==> src/rtl/cfg_bank_pkg.sv <==
package cfg_bank_pkg;
  localparam int NREG      = 16;
  localparam int W         = 16;
  localparam int IDXW      = $clog2(NREG);
  localparam int AW        = IDXW + 1;
  localparam int LOCK_BIT  = W - 1;
  localparam int FUSE_BIT  = 0;
  localparam int HOST_REGS = NREG / 2;
  localparam int ID_IDX    = NREG - 1;

  typedef logic [W-1:0]    word_t;
  typedef logic [IDXW-1:0] idx_t;

  // power-on content of the fuse model
  function automatic word_t factory_word(int i, word_t chip_id);
    if (i == ID_IDX)    return chip_id;
    if (i >= HOST_REGS) return {4'(i), 8'hC3, 4'h1};
    return '0;
  endfunction

  function automatic word_t fuse_mark(word_t v);
    return v | (word_t'(1) << FUSE_BIT);
  endfunction

  function automatic logic host_editable(idx_t i);
    return int'(i) < HOST_REGS;
  endfunction

  function automatic logic is_locked(word_t v);
    return v[LOCK_BIT];
  endfunction
endpackage

==> src/rtl/cfg_otp_store.sv <==
module cfg_otp_store
  import cfg_bank_pkg::*;
#(
  parameter word_t CHIP_ID = 16'hB7E5
) (
  input  logic                 clk,
  input  logic                 por_n,
  input  logic                 prog_en,
  input  idx_t                 prog_idx,
  input  word_t                prog_data,
  output word_t [NREG-1:0]     words,
  output logic                 prog_fire
);
  // the write-once rule is kept here as well as in the controller
  assign prog_fire = prog_en && !words[prog_idx][FUSE_BIT];

  always_ff @(posedge clk or negedge por_n) begin
    if (!por_n) begin
      for (int i = 0; i < NREG; i++) words[i] <= factory_word(i, CHIP_ID);
    end else if (prog_fire) begin
      words[prog_idx] <= prog_data;
    end
  end
endmodule

==> src/rtl/cfg_mirror.sv <==
module cfg_mirror
  import cfg_bank_pkg::*;
(
  input  logic             clk,
  input  logic             rst_n,
  input  word_t [NREG-1:0] otp_words,
  input  logic             wr_en,
  input  idx_t             wr_idx,
  input  word_t            wr_data,
  output word_t [NREG-1:0] words,
  output logic             ready,
  output logic             load_fire,
  output idx_t             load_idx
);
  logic [IDXW:0] cnt;

  assign ready     = cnt[IDXW];
  assign load_idx  = cnt[IDXW-1:0];
  assign load_fire = !ready && (load_idx != idx_t'(ID_IDX));

  always_ff @(posedge clk or negedge rst_n) begin
    if (!rst_n) begin
      cnt   <= '0;
      words <= '0;
    end else begin
      if (!ready) cnt <= cnt + 1'b1;
      if (load_fire)           words[load_idx] <= otp_words[load_idx];
      else if (wr_en && ready) words[wr_idx]   <= wr_data;
    end
  end
endmodule

==> src/rtl/cfg_access_ctrl.sv <==
module cfg_access_ctrl
  import cfg_bank_pkg::*;
(
  input  logic             ready,
  input  logic             req_valid,
  input  logic             req_write,
  input  logic             req_burn,
  input  logic [AW-1:0]    req_addr,
  input  word_t            req_wdata,
  input  word_t [NREG-1:0] mir_words,
  input  word_t [NREG-1:0] otp_words,
  output logic             mir_wr_en,
  output logic             otp_prog_en,
  output idx_t             tgt_idx,
  output word_t            tgt_data,
  output logic             refuse
);
  logic vol_area;
  logic burn_ok;
  logic write_ok;

  assign tgt_idx  = req_addr[IDXW-1:0];
  assign vol_area = req_addr[IDXW];
  assign burn_ok  = host_editable(tgt_idx) && !is_locked(mir_words[tgt_idx])
                    && !otp_words[tgt_idx][FUSE_BIT];
  assign write_ok = vol_area && host_editable(tgt_idx) && !is_locked(mir_words[tgt_idx]);

  always_comb begin
    mir_wr_en   = 1'b0;
    otp_prog_en = 1'b0;
    refuse      = 1'b0;
    tgt_data    = req_wdata;
    if (ready && req_valid) begin
      if (req_burn) begin
        if (burn_ok) begin
          otp_prog_en = 1'b1;
          mir_wr_en   = 1'b1;
          tgt_data    = fuse_mark(mir_words[tgt_idx]);
        end else begin
          refuse = 1'b1;
        end
      end else if (req_write) begin
        if (write_ok) mir_wr_en = 1'b1;
        else          refuse    = 1'b1;
      end
    end
  end
endmodule

==> src/rtl/cfg_bank_top.sv <==
module cfg_bank_top
  import cfg_bank_pkg::*;
#(
  parameter logic [15:0] CHIP_ID = 16'hB7E5
) (
  input  logic        clk,
  input  logic        por_n,
  input  logic        rst_n,
  input  logic        req_valid,
  input  logic        req_write,
  input  logic        req_burn,
  input  logic [4:0]  req_addr,
  input  logic [15:0] req_wdata,
  output logic [15:0] rd_data,
  output logic        ready,
  output logic        err_pulse
);
  word_t [NREG-1:0] otp_words;
  word_t [NREG-1:0] mir_words;
  logic             mir_wr_en;
  logic             otp_prog_en;
  logic             otp_prog_fire;
  idx_t             tgt_idx;
  word_t            tgt_data;
  logic             refuse;
  logic             load_fire;
  idx_t             load_idx;

  cfg_access_ctrl u_ctrl (
    .ready      (ready),
    .req_valid  (req_valid),
    .req_write  (req_write),
    .req_burn   (req_burn),
    .req_addr   (req_addr),
    .req_wdata  (req_wdata),
    .mir_words  (mir_words),
    .otp_words  (otp_words),
    .mir_wr_en  (mir_wr_en),
    .otp_prog_en(otp_prog_en),
    .tgt_idx    (tgt_idx),
    .tgt_data   (tgt_data),
    .refuse     (refuse)
  );

  cfg_otp_store #(.CHIP_ID(CHIP_ID)) u_otp (
    .clk      (clk),
    .por_n    (por_n),
    .prog_en  (otp_prog_en),
    .prog_idx (tgt_idx),
    .prog_data(tgt_data),
    .words    (otp_words),
    .prog_fire(otp_prog_fire)
  );

  cfg_mirror u_mir (
    .clk      (clk),
    .rst_n    (rst_n),
    .otp_words(otp_words),
    .wr_en    (mir_wr_en),
    .wr_idx   (tgt_idx),
    .wr_data  (tgt_data),
    .words    (mir_words),
    .ready    (ready),
    .load_fire(load_fire),
    .load_idx (load_idx)
  );

  always_ff @(posedge clk or negedge rst_n) begin
    if (!rst_n) err_pulse <= 1'b0;
    else        err_pulse <= refuse;
  end

  assign rd_data = req_addr[IDXW] ? mir_words[req_addr[IDXW-1:0]]
                                  : otp_words[req_addr[IDXW-1:0]];
endmodule

==> config.mk <==
export PLATFORM = sky130hd
export DESIGN_NAME = cfg_bank_top
export DESIGN_NICKNAME = d
export VERILOG_FILES = /design/src/rtl/cfg_bank_pkg.sv /design/src/rtl/cfg_otp_store.sv /design/src/rtl/cfg_mirror.sv /design/src/rtl/cfg_access_ctrl.sv /design/src/rtl/cfg_bank_top.sv
export SDC_FILE = /design/constraint.sdc
export NUM_CORES = 1
export LEC_CHECK = 0
export ABC_AREA = 0
export BUFFER_PORTS_ARGS = -buffer_cell sky130_fd_sc_hd__clkbuf_2
export CORE_MARGIN = 4
export CORE_UTILIZATION = 50
export DETAILED_ROUTE_END_ITERATION = 16
export PLACE_DENSITY_LB_ADDON = 0.2
export SYNTH_ARGS = -nofsm -noshare
export SYNTH_HDL_FRONTEND = slang
export SYNTH_HIERARCHICAL = 1
export SYNTH_SLANG_ARGS = --single-unit
==> constraint.sdc <==
create_clock -name clk -period 8.1 [get_ports clk]
set_input_delay 1.215 -clock clk [delete_from_list [all_inputs] [get_ports clk]]
set_output_delay 1.215 -clock clk [all_outputs]
set_load 0.02 [all_outputs]
==> results.toml <==
[drt]
antenna_left = 0
total_drc_errors_in_the_routed_layout = 0
post_drt_wl_per_cell_um = 31.4
drt-vias-per-instance = 7.11
dr.first_iter.drc_count = 2319
via_count = 21500
wirelength_mm = 95.0
first_pass_iters = 6

[power_and_ir_drop]
clock_power_share_pct = 41.0
reg_power_share_pct = 44.9
power.switching_mw = 1.82
vdd_ir_drop_max_uv = 175
p_int_mw = 4.95
comb_power_share_pct = 14.1
p_per_area_nw_per_um2 = 215
leakage_power_total_nw = 14.7
totalPowerFinal_mw = 6.77
fraction_of_power_spent_switching_nets_pct = 26.8

[min_path]
hold_path_end = "u_mir/words[220]"
worstHoldStart = "u_mir/words[220]"
hold-path-cell-count = 1
worst_hold_path_type = "reg2reg"

[worst_setup_path]
worst-r2r-cell-count = 6
timing.critical_path.required_ns = 6.88
regToRegStartpoint = "u_mir/cnt[0]"
worst_r2r_endpoint = "u_mir/words[46]"
ff2ff_setup_slack_ns = 4.15
setup.worst_path.class = "in2out"
startpoint = "req_addr[1]"
timing.critical_path.to_type = "output pin"
worst-path-max-fanout = 34
worstSetupStartpointType = "primary input"
cp_data_arrival_time_ns = 4.24

[place]
dpl-instance-area_um2 = 29500
dp_hpwl_mm = 55.9
buffer_ports.inserted = 44
dpl_worst_slack_ns = 2.72
placed_cells = 2917
gp_congestion = 0.866

[sta]
achievable-frequency_ghz = 0.183
tns_ns = 0
fin_worst_hold_slack_ns = 0.488
max_slew_margin_pct = 1.80
slew_viol_final = 0
post-route-worst-setup-slack_ns = 2.64
final_min_period_over_clock_period_pct = 67.4
rsz0062_at_grt = "false"
finalSetupViolations = 0
clock_skew_ns = 0.0197
worst_pin_slew_ns = 1.47
finalHoldViolations = 0
finalCriticalPeriod_ns = 5.46

[clock_network]
clock-sinks = 518
cts_resized = 0
clock_tree.root_cell = "sky130_fd_sc_hd__clkbuf_16"
h_tree_levels = 2
holdBufCountCts = 0
clock_tree.buffer_depth = 3
post-cts-setup-buffer-count = 0
tritoncts = "yes"
worst_skew_pair.late_latency_ns = 0.63
cts_buffers = 59
cts.clk_slew.worst_paths_ns = 0.06

[synth]
synth_area_um2 = 29200
syn_nets = 2330
synth.avg_cell_area_um2 = 12.7
synthesis.yosys.warnings = 6
synthCells = 2298

[floorplanning]
design.portCount = 45
die_height_um = 250
die_area_um2 = 62300
placement_rows = 88
core_region_area_um2 = 57700
die_w_um = 250
start_util_pct = 50.6

[global_routing]
grt_start_max_net_pins = 138
first_global_vias = 21500
grt_use_total_pct = 29.8
global_route_wire_length_before_repair_mm = 143
antenna_found_initial = 2
gr_overflow_total = 0

[cells_and_area]
finalInstanceArea_um2 = 31500
fillers = 4799
finish.cell_count_without_fillers = 3027
drive_gt1_share_pct = 31.0
finalNetCount = 2245
finalCoreUtilization_pct = 54.7
syn2layout_area_growth_pct = 8.07

[job]
max_cap_violations = 0

[run_status]
run_status = "completed"
[worst max path at each step]
stage	endpoint	slack, ns
2_1_floorplan	u_otp/words[69]	4.09
3_3_place_gp	rd_data[13]	2.75
3_5_place_dp	rd_data[13]	2.72
4_1_cts	rd_data[13]	2.70
5_1_grt	rd_data[13]	2.53
6_report	rd_data[13]	2.64
[registers in the layout, indices dropped and copies added, names as in the netlist]
signal,cells
err_pulse,1
u_otp/words,256
u_mir/words,256
u_mir/cnt,5
[power by group through the flow]
| stage | Clock (mW) | Sequential [mW] | Combinational, mW |
|---|---|---|---|
| finish | 2.78 | 3.04 | 0.953 |
| global route | 2.93 | 3.07 | 1.02 |
| CTS | 2.82 | 3.03 | 0.945 |
| detailed placement | 0 | 3.07 | 0.944 |
| global placement | 0 | 3.06 | 0.923 |
| floorplan | 0 | 3.02 | 0.685 |
[placed cells by master, fill, tap and decap left out, types with 4 or more instances in the layout]
master / count
sky130_fd_sc_hd__a21o_1: 12
sky130_fd_sc_hd__a21oi_1: 32
sky130_fd_sc_hd__a221o_1: 192
sky130_fd_sc_hd__a22o_1: 32
sky130_fd_sc_hd__a22oi_1: 112
sky130_fd_sc_hd__a31o_2: 4
sky130_fd_sc_hd__a31oi_1: 17
sky130_fd_sc_hd__and2_1: 56
sky130_fd_sc_hd__and3_1: 146
sky130_fd_sc_hd__buf_12: 4
sky130_fd_sc_hd__buf_4: 52
sky130_fd_sc_hd__bufinv_16: 5
sky130_fd_sc_hd__clkbuf_1: 7
sky130_fd_sc_hd__clkbuf_16: 61
sky130_fd_sc_hd__clkbuf_2: 41
sky130_fd_sc_hd__clkbuf_8: 15
sky130_fd_sc_hd__clkinv_2: 18
sky130_fd_sc_hd__dfrtp_1: 454
sky130_fd_sc_hd__dfstp_2: 62
sky130_fd_sc_hd__ha_1: 5
sky130_fd_sc_hd__inv_1: 7
sky130_fd_sc_hd__mux2_2: 258
sky130_fd_sc_hd__mux2_4: 28
sky130_fd_sc_hd__mux2i_1: 262
sky130_fd_sc_hd__mux4_2: 96
sky130_fd_sc_hd__nand2_1: 39
sky130_fd_sc_hd__nand2b_1: 17
sky130_fd_sc_hd__nand3_1: 35
sky130_fd_sc_hd__nand4_1: 16
sky130_fd_sc_hd__nor2_1: 10
sky130_fd_sc_hd__nor2_2: 7
sky130_fd_sc_hd__nor3_1: 26
sky130_fd_sc_hd__nor3_2: 12
sky130_fd_sc_hd__o21ai_1: 5
sky130_fd_sc_hd__o21ai_2: 10
sky130_fd_sc_hd__o2bb2ai_1: 48
sky130_fd_sc_hd__or3_1: 7
[routing by layer]
| metal | share of wire [%] | up-vias | track usage [%] |
|---|---|---|---|
| met1 | 41 | 11200 | 41.2 |
| met4 | 5.0 | 0 | 12.8 |
| met3 | 8.7 | 297 | 5.80 |
| met5 | 0 | - | 0 |
| met2 | 45 | 1115 | 46.1 |
| li1 | - | 8853 | - |
[layout make-up]
type / instances / area [um^2] / share of cell area (%)
Clock inverter: 24 / 249 / 0.790
Antenna cell: 3 / 7.51 / 0.0238
Clock buffer: 83 / 1760 / 5.58
Tap cell: 765 / 957 / 3.04
Sequential cell: 518 / 13000 / 41.4
Multi-Input combinational cell: 1527 / 14800 / 46.8
Timing Repair Buffer: 100 / 721 / 2.29
Inverter: 7 / 26.3 / 0.0833
[critical path, cell delays in order]
cell,delay [ns]
sky130_fd_sc_hd__clkbuf_2,0.24
sky130_fd_sc_hd__buf_4,0.39
sky130_fd_sc_hd__nor2_4,0.47
sky130_fd_sc_hd__buf_4,0.62
sky130_fd_sc_hd__buf_4,0.35
sky130_fd_sc_hd__nand2_1,0.09
sky130_fd_sc_hd__a31oi_1,0.29
sky130_fd_sc_hd__nand3_1,0.28
sky130_fd_sc_hd__clkbuf_2,0.23
Power figures use the tool's default switching activity.
